**src/rtl/zpa_pkg.sv**
```systemverilog
package zpa_pkg;
    localparam int BYTE_W = 8;
    localparam int ADDR_W = 2 * BYTE_W;

    typedef logic [BYTE_W-1:0] byte_t;
    typedef logic [ADDR_W-1:0] addr_t;

    typedef enum logic [1:0] {
        AM_ZP_X     = 2'd0,
        AM_ZP_Y     = 2'd1,
        AM_PRE_IND  = 2'd2,
        AM_POST_IND = 2'd3
    } amode_e;

    typedef enum logic [2:0] {
        S_IDLE,
        S_PTR_LO,
        S_PTR_HI,
        S_FIXUP,
        S_DONE
    } sstate_e;

    typedef struct packed {
        byte_t hi;
        byte_t lo;
    } word_t;

    function automatic addr_t page0(input byte_t a);
        return {{BYTE_W{1'b0}}, a};
    endfunction
endpackage

```
**src/rtl/zpa_zp_sum.sv**
```systemverilog
// Zero-page location: the direct effective-address byte or the pointer slot.
module zpa_zp_sum
    import zpa_pkg::*;
(
    input  amode_e mode_i,
    input  byte_t  operand_i,
    input  byte_t  x_i,
    input  byte_t  y_i,
    output byte_t  loc_o
);
    always_comb begin
        case (mode_i)
            AM_ZP_X, AM_PRE_IND: loc_o = operand_i + x_i;   // byte width drops the carry
            AM_ZP_Y:             loc_o = operand_i + y_i;
            default:             loc_o = operand_i;
        endcase
    end
endmodule

```
**src/rtl/zpa_post_index.sv**
```systemverilog
// Low-byte addition of the post-index step, with carry out.
module zpa_post_index
    import zpa_pkg::*;
(
    input  byte_t base_lo_i,
    input  byte_t idx_i,
    output byte_t sum_lo_o,
    output logic  carry_o
);
    logic [BYTE_W:0] wide;
    assign wide     = {1'b0, base_lo_i} + {1'b0, idx_i};
    assign sum_lo_o = wide[BYTE_W-1:0];
    assign carry_o  = wide[BYTE_W];
endmodule

```
**src/rtl/zp_addr_seq.sv**
```systemverilog
module zp_addr_seq
    import zpa_pkg::*;
(
    input  logic              clk,
    input  logic              rst,
    input  logic              start,
    input  logic [1:0]        mode,
    input  logic [BYTE_W-1:0] operand,
    input  logic [BYTE_W-1:0] idx_x,
    input  logic [BYTE_W-1:0] idx_y,
    input  logic [BYTE_W-1:0] rd_data,
    input  logic              ack,
    output logic [ADDR_W-1:0] bus_addr,
    output logic              rd_en,
    output logic [ADDR_W-1:0] eff_addr,
    output logic              done,
    output logic              extra_cycle
);
    amode_e  mode_in, mode_q;
    sstate_e st;
    byte_t   loc_d, loc_q, lo_q, y_q, sum_lo;
    logic    carry;
    word_t   ea_q;
    logic    extra_q;

    assign mode_in = amode_e'(mode);

    zpa_zp_sum u_zp_sum (
        .mode_i   (mode_in),
        .operand_i(operand),
        .x_i      (idx_x),
        .y_i      (idx_y),
        .loc_o    (loc_d)
    );

    zpa_post_index u_post_index (
        .base_lo_i(lo_q),
        .idx_i    (y_q),
        .sum_lo_o (sum_lo),
        .carry_o  (carry)
    );

    always_ff @(posedge clk) begin
        if (rst) begin
            st      <= S_IDLE;
            mode_q  <= AM_ZP_X;
            loc_q   <= '0;
            lo_q    <= '0;
            y_q     <= '0;
            ea_q    <= '0;
            extra_q <= 1'b0;
        end else begin
            case (st)
                S_IDLE: if (start) begin
                    mode_q  <= mode_in;
                    y_q     <= idx_y;
                    loc_q   <= loc_d;
                    extra_q <= 1'b0;
                    if (mode_in == AM_ZP_X || mode_in == AM_ZP_Y) begin
                        ea_q <= page0(loc_d);
                        st   <= S_DONE;
                    end else begin
                        st   <= S_PTR_LO;
                    end
                end
                S_PTR_LO: if (ack) begin
                    lo_q  <= rd_data;
                    loc_q <= loc_q + 1'b1;          // wraps inside page zero
                    st    <= S_PTR_HI;
                end
                S_PTR_HI: if (ack) begin
                    if (mode_q == AM_PRE_IND) begin
                        ea_q <= '{hi: rd_data, lo: lo_q};
                        st   <= S_DONE;
                    end else begin
                        ea_q <= '{hi: rd_data, lo: sum_lo};
                        if (carry) begin
                            extra_q <= 1'b1;
                            st      <= S_FIXUP;
                        end else begin
                            st      <= S_DONE;
                        end
                    end
                end
                S_FIXUP: begin
                    ea_q.hi <= ea_q.hi + 1'b1;
                    st      <= S_DONE;
                end
                default: st <= S_IDLE;
            endcase
        end
    end

    assign rd_en       = (st == S_PTR_LO) || (st == S_PTR_HI);
    assign bus_addr    = rd_en ? page0(loc_q) : '0;
    assign eff_addr    = ea_q;
    assign done        = (st == S_DONE);
    assign extra_cycle = extra_q;


    rd_hold_chk: assert property (@(posedge clk) disable iff (rst)
        (rd_en && !ack) |=> (rd_en && $stable(bus_addr)));


    ptr_wrap_chk: assert property (@(posedge clk) disable iff (rst)
        (st == S_PTR_LO && ack) |=>
            (bus_addr == page0($past(bus_addr[BYTE_W-1:0]) + 8'd1)));


    fixup_chk: assert property (@(posedge clk) disable iff (rst)
        (st == S_FIXUP) |=>
            (done && extra_cycle && eff_addr[ADDR_W-1:BYTE_W] ==
                $past(eff_addr[ADDR_W-1:BYTE_W]) + 8'd1));


    direct_chk: assert property (@(posedge clk) disable iff (rst)
        (st == S_IDLE && start && !mode[1]) |=> (done && !rd_en && !extra_cycle));


    done_pulse_chk: assert property (@(posedge clk) disable iff (rst)
        done |=> !done);
endmodule

```
**config.mk**
```make
export PLATFORM = sky130hd
export DESIGN_NAME = zp_addr_seq
export DESIGN_NICKNAME = d
export VERILOG_FILES = /design/src/rtl/zpa_pkg.sv /design/src/rtl/zpa_zp_sum.sv /design/src/rtl/zpa_post_index.sv /design/src/rtl/zp_addr_seq.sv
export SDC_FILE = /design/constraint.sdc
export NUM_CORES = 1
export LEC_CHECK = 0
export BUFFER_PORTS_ARGS = -buffer_cell sky130_fd_sc_hd__buf_4
export CAP_MARGIN = 20
export CELL_PAD_IN_SITES_DETAIL_PLACEMENT = 0
export CELL_PAD_IN_SITES_GLOBAL_PLACEMENT = 1
export CORE_MARGIN = 5
export CORE_UTILIZATION = 40
export CTS_CLUSTER_DIAMETER = 120
export DETAILED_ROUTE_END_ITERATION = 6
export GPL_TIMING_DRIVEN = 0
export PLACE_DENSITY = 0.91
export SETUP_SLACK_MARGIN = 0.1
export SYNTH_ARGS = -nofsm -noshare
export SYNTH_HDL_FRONTEND = slang
export SYNTH_SLANG_ARGS = --single-unit
export TNS_END_PERCENT = 20
```
**constraint.sdc**
```tcl
create_clock -name clk -period 3.2 [get_ports clk]
set_input_delay 0.32 -clock clk [delete_from_list [all_inputs] [get_ports clk]]
set_output_delay 0.32 -clock clk [all_outputs]
set_load 0.1 [all_outputs]
```
==> flow_summary_export.csv, run 1 <==
group,metric,value,unit
drt,drtIter0Drc,159,
cts,ctsRootBufferMaster,"clkbuf_8",
cts,clk_pin_slew,0.10,ns
drt,drcViolationCount,0,
final_layout,layout.nets,562,
cts,insertion_delay,0.31,ns
worst_setup_path,crit_path_frequent_cell,"a21oi_1",
drt,routedWlPerCell,15.2,um
worst_setup_path,startpoint_type,"input port",
sta,slew_violations,0,
worst_setup_path,regToRegStartpoint,"lo_q[0]$_SDFFE_PP0P_",
synth,synth_edf_count,0,
cts,hold_buffers,0,
synth,ys_seq_elements,46,
final_layout,layout.cells.most_common,"buf_4",
floorplan,dieArea,10100,um^2
placed_design,placed_cell_area,3910,um^2
power_and_ir_drop,finalPower,1.57,mW
sta,final.setup.tns,0,ns
synth,postSynthCellCount,428,
power_and_ir_drop,p_seq_share,41.1,%
worst_setup_path,cp_max_fo,9,
sta,hold_viol,0,
worst_setup_path,crit_arrival,3.02,ns
sta,slew_headroom,63.1,%
cts,h-tree-depth,2,
flow_run,drv_cap,0,
placed_design,port_buffers,63,
worst_setup_path,worstPathCellList,"buf_6, nand2b_1, buf_4, mux2_2, ha_1, fa_1, a21o_1, a21oi_1, nor2_1, a311oi_1, a21oi_1, o211a_1",
power_and_ir_drop,p_int,0.952,mW
sta,rsz0062_at_grt,"no",
power_and_ir_drop,switching_share,39.5,%
worst_setup_path,crit_start,"mode[1]",
global_routing,grt_usage,18.4,%
worst_hold_path,hp-class,"in2reg",
sta,worst_pin_slew,0.553,ns
power_and_ir_drop,p_sw,0.621,mW
worst_setup_path,rrSetupSlack,0.74,ns
global_routing,met2_usage,31.5,%
sta,setup_viol,0,
synth,yosys_warnings,0,
global_routing,grt_pass1_vias,3139,
power_and_ir_drop,clockPowerShare,23.8,%
power_and_ir_drop,irDropWorstVdd,0.201,mV
sta,fin_crit_sh,88.4,%
drt,drtPass1Iterations,4,
synth,ys.flop_type,"dfxtp_1",
global_routing,use_met1,24.7,%
cts,cts_tree,"done",
sta,max_clock_freq,0.354,GHz
cts,cts.sink_count,46,
floorplan,rows,33,
placed_design,pre_cts_slack,0.0392,ns
sta,final.setup.worst_slack,0.372,ns
floorplan,core_area,8090,um^2
floorplan,die_h,100,um
global_routing,grt_pass1_wl,15100,um
global_routing,use_met3,2.85,%
outcome,status,"completed",
worst_setup_path,crit_slowest_cell,"a311oi_1",
synth,syn-cell-area,3270,um^2
global_routing,antenna_found_initial,0,
synth,syn_avg_cell_area,7.64,um^2
final_layout,drive_above_1_share,22.1,%
synth,synth.distinct_cells,59,
cts,cts_setup_buffers,0,
worst_setup_path,critPathMaxStageDelay,0.51,ns
final_layout,instances_no_fill,611,
power_and_ir_drop,power_leakage,1.70,nW
final_layout,utilization,49.4,%
final_layout,final_area,4000,um^2
global_routing,busiest_layer,"met2",
cts,cts_buffer_depth,2,
global_routing,grt_max_degree,17,
floorplan,ios,73,
drt,vias_per_cell,5.33,
sta,whs,0.263,ns
cts,ctsResizeCount,0,
drt,vias,3256,
power_and_ir_drop,pwr_density_cell,394,nW/um^2
final_layout,diodes,0,
cts,cts_buffers,5,
drt,drt_wl_total,9280,um
final_layout,final_cell_mix,"buf_4 (72), nand2_1 (71), dfxtp_1 (46)",
worst_setup_path,r2r_end,"st[0]$_SDFFE_PP0P_",
worst_setup_path,timing.critical_path.to,"eff_addr[6]$_SDFFE_PP0P_",
worst_setup_path,rr_worst_depth,8,
worst_setup_path,crit_type,"in2reg",
drt,drtAntennaViolNets,0,
worst_setup_path,crit_path_end_kind,"flop",
sta,layout_min_cycle_time,2.83,ns
synth,synthArstFlopShare,0,%
sta,finalClockSkew,0.0162,ns
placed_design,dp_hpwl,7440,um
floorplan,start_util,40.4,%
placed_design,dp.cells,603,
synth,synth-seq-area-share,28.2,%
placed_design,gp_congestion,0.889,
final_layout,area_delta_synth_final,22.3,%
global_routing,gr-total-overflow,0,
final_layout,fill_cells,842,
floorplan,die_width,100,um
power_and_ir_drop,combPwrFrac,35.1,%
worst_setup_path,required,3.39,ns
-- cells in the mapped netlist, drive strengths merged (6+ instances only) --
cell	n	area share, %
and3	9	1.7
nor2	41	4.7
o21ai	23	3.7
clkbuf	10	1.1
xnor2	8	2.1
a21oi	44	7.1
ha	17	6.5
a211oi	13	3.4
mux2	8	2.8
o211ai	7	1.6
nand2	72	8.3
and2	11	2.1
nor3	14	2.3
buf	20	4.3
nand3	10	1.5
inv	6	0.69
dfxtp	46	28
-- worst max-delay path, delay by kind of cell --
| family | cells | cell delay [ns] |
|---|---|---|
| compound gates | 5 | 1.21 |
| mux | 1 | 0.35 |
| buf+inv | 2 | 0.29 |
| simple gates | 2 | 0.18 |
| fa+ha+maj | 2 | 0.65 |
-- worst min path at each step --
| stage | start | endpoint | slack (ns) | depth (start not counted) |
|---|---|---|---|---|
| 2_1_floorplan | y_q[0]$_SDFFE_PP0P_ | y_q[0]$_SDFFE_PP0P_ | 0.44 | 2 |
| 6_report | rd_data[7] | lo_q[7]$_SDFFE_PP0P_ | 0.26 | 3 |
| 4_1_cts | rd_data[7] | lo_q[7]$_SDFFE_PP0P_ | 0.25 | 3 |
| 3_5_place_dp | y_q[4]$_SDFFE_PP0P_ | y_q[4]$_SDFFE_PP0P_ | 0.45 | 2 |
| 5_1_grt | rd_data[0] | lo_q[0]$_SDFFE_PP0P_ | 0.27 | 3 |
| 3_3_place_gp | y_q[0]$_SDFFE_PP0P_ | y_q[0]$_SDFFE_PP0P_ | 0.45 | 2 |
-- cell families after synthesis --
logic type / count (synthesis) / synth area share (%)
AO/OA/AOI/OAI: 123 / 24.9
other: 1 / 0.115
multiplexers: 12 / 3.98
XOR/XNOR: 8 / 2.14
flip-flops: 46 / 28.2
adder cells (fa/ha/maj): 19 / 7.73
buffers and inverters: 36 / 6.16
AND/OR/NAND/NOR: 183 / 26.8
-- area by class of cell --
cell class,count,area [um^2],area share [%]
Sequential cell,46,921,23.0
Inverter,6,22.5,0.563
Timing Repair Buffer,63,473,11.8
Buffer,30,179,4.47
Tap cell,105,131,3.29
Clock inverter,3,23.8,0.594
Multi-Input combinational cell,353,2180,54.5
Clock buffer,5,68.8,1.72
-- layer usage --
| metal | routed length (um) | vias up |
|---|---|---|
| met5 | 0 | - |
| met4 | 66 | 0 |
| met3 | 477 | 4 |
| met2 | 4450 | 73 |
| met1 | 4290 | 1490 |
| li1 | - | 1689 |
-- registers in the layout, summed over array words and instances, names as in the netlist --
name         cells
y_q              8
extra_cycle      1
lo_q             8
st               3
loc_q            8
eff_addr        16
mode_q           2
-- power groups by stage --
stage,Combinational (mW),Clock [mW],Sequential [mW]
after CTS,0.554,0.386,0.646
after global placement,0.545,0,0.658
after global routing,0.601,0.404,0.652
after detailed placement,0.552,0,0.659
final,0.553,0.375,0.646
after floorplan,0.342,0,0.723
(Power assumes the default switching activity.)
==> inputs of run 2 (changes only) <==
Settings changed: PLACE_DENSITY 0.91 to default, PLACE_DENSITY_LB_ADDON from default to 0.08.
==> flow_summary_export.csv, run 2 (same netlist as run 1, synthesis figures left out) <==
group,metric,value,unit
outcome,status,"completed",
cts,cts_buffers,5,
flow_run,drv_cap,0,
power_and_ir_drop,irDropWorstVdd,0.167,mV
final_layout,largest_reg_flops,16,
drt,vias,3309,
global_routing,gr-total-overflow,0,
cts,cts_tree,"done",
final_layout,layout.cells.most_common,"buf_4",
floorplan,die_h,100,um
drt,drcViolationCount,0,
final_layout,fill_cells,833,
final_layout,final_cell_mix,"buf_4 (72), nand2_1 (71), dfxtp_1 (46)",
cts,insertion_delay,0.30,ns
drt,highest_layer,"met4",
final_layout,layout.nets,562,
drt,drt-met1-wl,4470,um
drt,drt_wl_total,9700,um
cts,cts_setup_buffers,0,
worst_setup_path,crit_slowest_cell,"a311oi_1",
worst_setup_path,cp_max_fo,9,
power_and_ir_drop,power_leakage,1.71,nW
placed_design,port_buffers,63,
global_routing,antenna_found_initial,0,
cts,ctsRootBufferMaster,"clkbuf_8",
floorplan,rows,33,
drt,drtAntennaViolNets,0,
cts,cts.sink_count,46,
cts,ctsResizeCount,0,
placed_design,placed_cell_area,3910,um^2
floorplan,die_width,100,um
floorplan,start_util,40.4,%
final_layout,diodes,0,
final_layout,drive_above_1_share,21.9,%
sta,rsz0062_at_grt,"no",
worst_setup_path,critPathMaxStageDelay,0.49,ns
sta,hold_viol,0,
drt,drtIter0Drc,122,
global_routing,grt_pass1_wl,15700,um
power_and_ir_drop,pwr_density_cell,409,nW/um^2
worst_setup_path,required,3.40,ns
worst_setup_path,crit_path_frequent_cell,"a21oi_1",
global_routing,grt_usage,19.5,%
drt,vias_per_cell,5.42,
worst_setup_path,crit_path_end_kind,"flop",
sta,fin_crit_sh,88.7,%
cts,hold_buffers,0,
sta,layout_min_cycle_time,2.84,ns
final_layout,final_area,4020,um^2
floorplan,core_area,8090,um^2
worst_setup_path,critPathTopFamily,"compound AO/OA/AOI/OAI gates",
sta,slew_headroom,60.7,%
worst_setup_path,crit_type,"in2reg",
floorplan,dieArea,10100,um^2
drt,routedWlPerCell,15.9,um
sta,slew_violations,0,
drt,drtPass1Iterations,4,
sta,final.setup.tns,0,ns
sta,worst_pin_slew,0.589,ns
cts,clk_pin_slew,0.09,ns
cts,cts_buffer_depth,2,
sta,max_clock_freq,0.352,GHz
floorplan,ios,73,
cts,h-tree-depth,2,
sta,setup_viol,0,
worst_setup_path,startpoint_type,"input port",
worst_hold_path,hp-class,"in2reg",
final_layout,area_delta_synth_final,22.8,%
drt,dr_wl_met3,547,um
global_routing,grt_pass1_vias,3132,
worst_setup_path,worstPathCellList,"buf_6, nand2b_1, buf_4, mux2_2, ha_1, fa_1, a21o_1, a21oi_1, nor2_1, a311oi_1, a21oi_1, o211a_1",
global_routing,grt_max_degree,15,
placed_design,dp_hpwl,7680,um
sta,whs,0.266,ns
worst_setup_path,path_buf_inv,2,
sta,finalClockSkew,0.0101,ns
drt,met2_length,4440,um
placed_design,gp_congestion,0.876,
worst_setup_path,crit_arrival,3.04,ns
## run 2: cell types whose count changed in the layout (fill, tap and decap cells not counted), sizes merged
| cell | previous run | this run |
|---|---|---|
| clkbuf | 15 | 16 |
| inv | 7 | 6 |
| bufinv | 0 | 1 |
| clkinvlp | 2 | 1 |
## run 2: cell type report
class,count,area (um^2),area share [%]
clock inverter,2,37.5,0.935
buffer,30,179,4.45
clock buffer,6,72.6,1.81
multi-input combinational,353,2180,54.3
inverter,6,22.5,0.561
tap,105,131,3.27
timing repair buffer,63,473,11.8
sequential,46,921,22.9
## run 2: power by group
group	internal, mW	switching (mW)
clock network	0.233	0.207
registers	0.610	0.0344
logic	0.186	0.373
## run 2: metal layers
layer / up-vias / global-route usage, %
met5: - / 0
met4: 0 / 6.94
met3: 15 / 3.41
met2: 81 / 31.4
met1: 1529 / 26.3
li1: 1684 / -
## run 2: final timing paths
| path | start | endpoint | slack [ns] | depth (start not counted) |
|---|---|---|---|---|
| max | mode[1] | eff_addr[6]$_SDFFE_PP0P_ | 0.36 | 12 |
| min | rd_data[7] | lo_q[7]$_SDFFE_PP0P_ | 0.27 | 3 |
| min reg2reg | y_q[5]$_SDFFE_PP0P_ | y_q[5]$_SDFFE_PP0P_ | 0.47 | 2 |
| max reg2reg | lo_q[0]$_SDFFE_PP0P_ | st[0]$_SDFFE_PP0P_ | 0.74 | 8 |
## run 2: metrics by stage
stage / cells / setup slack (ns) / utilization (%) / total power [mW]
2_1_floorplan: 435 / 0.454 / - / 1.06
3_3_place_gp: 603 / 0.0564 / 48.3 / 1.21
3_5_place_dp: 603 / 0.0321 / 48.3 / 1.22
4_1_cts: 611 / 0.359 / 49.6 / 1.66
5_1_grt: 611 / 0.225 / 49.6 / 1.74
6_report: 611 / 0.362 / 49.6 / 1.64
## run 2: tightest hold or removal path, delay by kind of cell
family | cells | cell delay, ns
AO/OA/AOI/OAI | 1 | 0.05
AND/OR/NAND/NOR | 1 | 0.05
buffers and inverters | 1 | 0.11
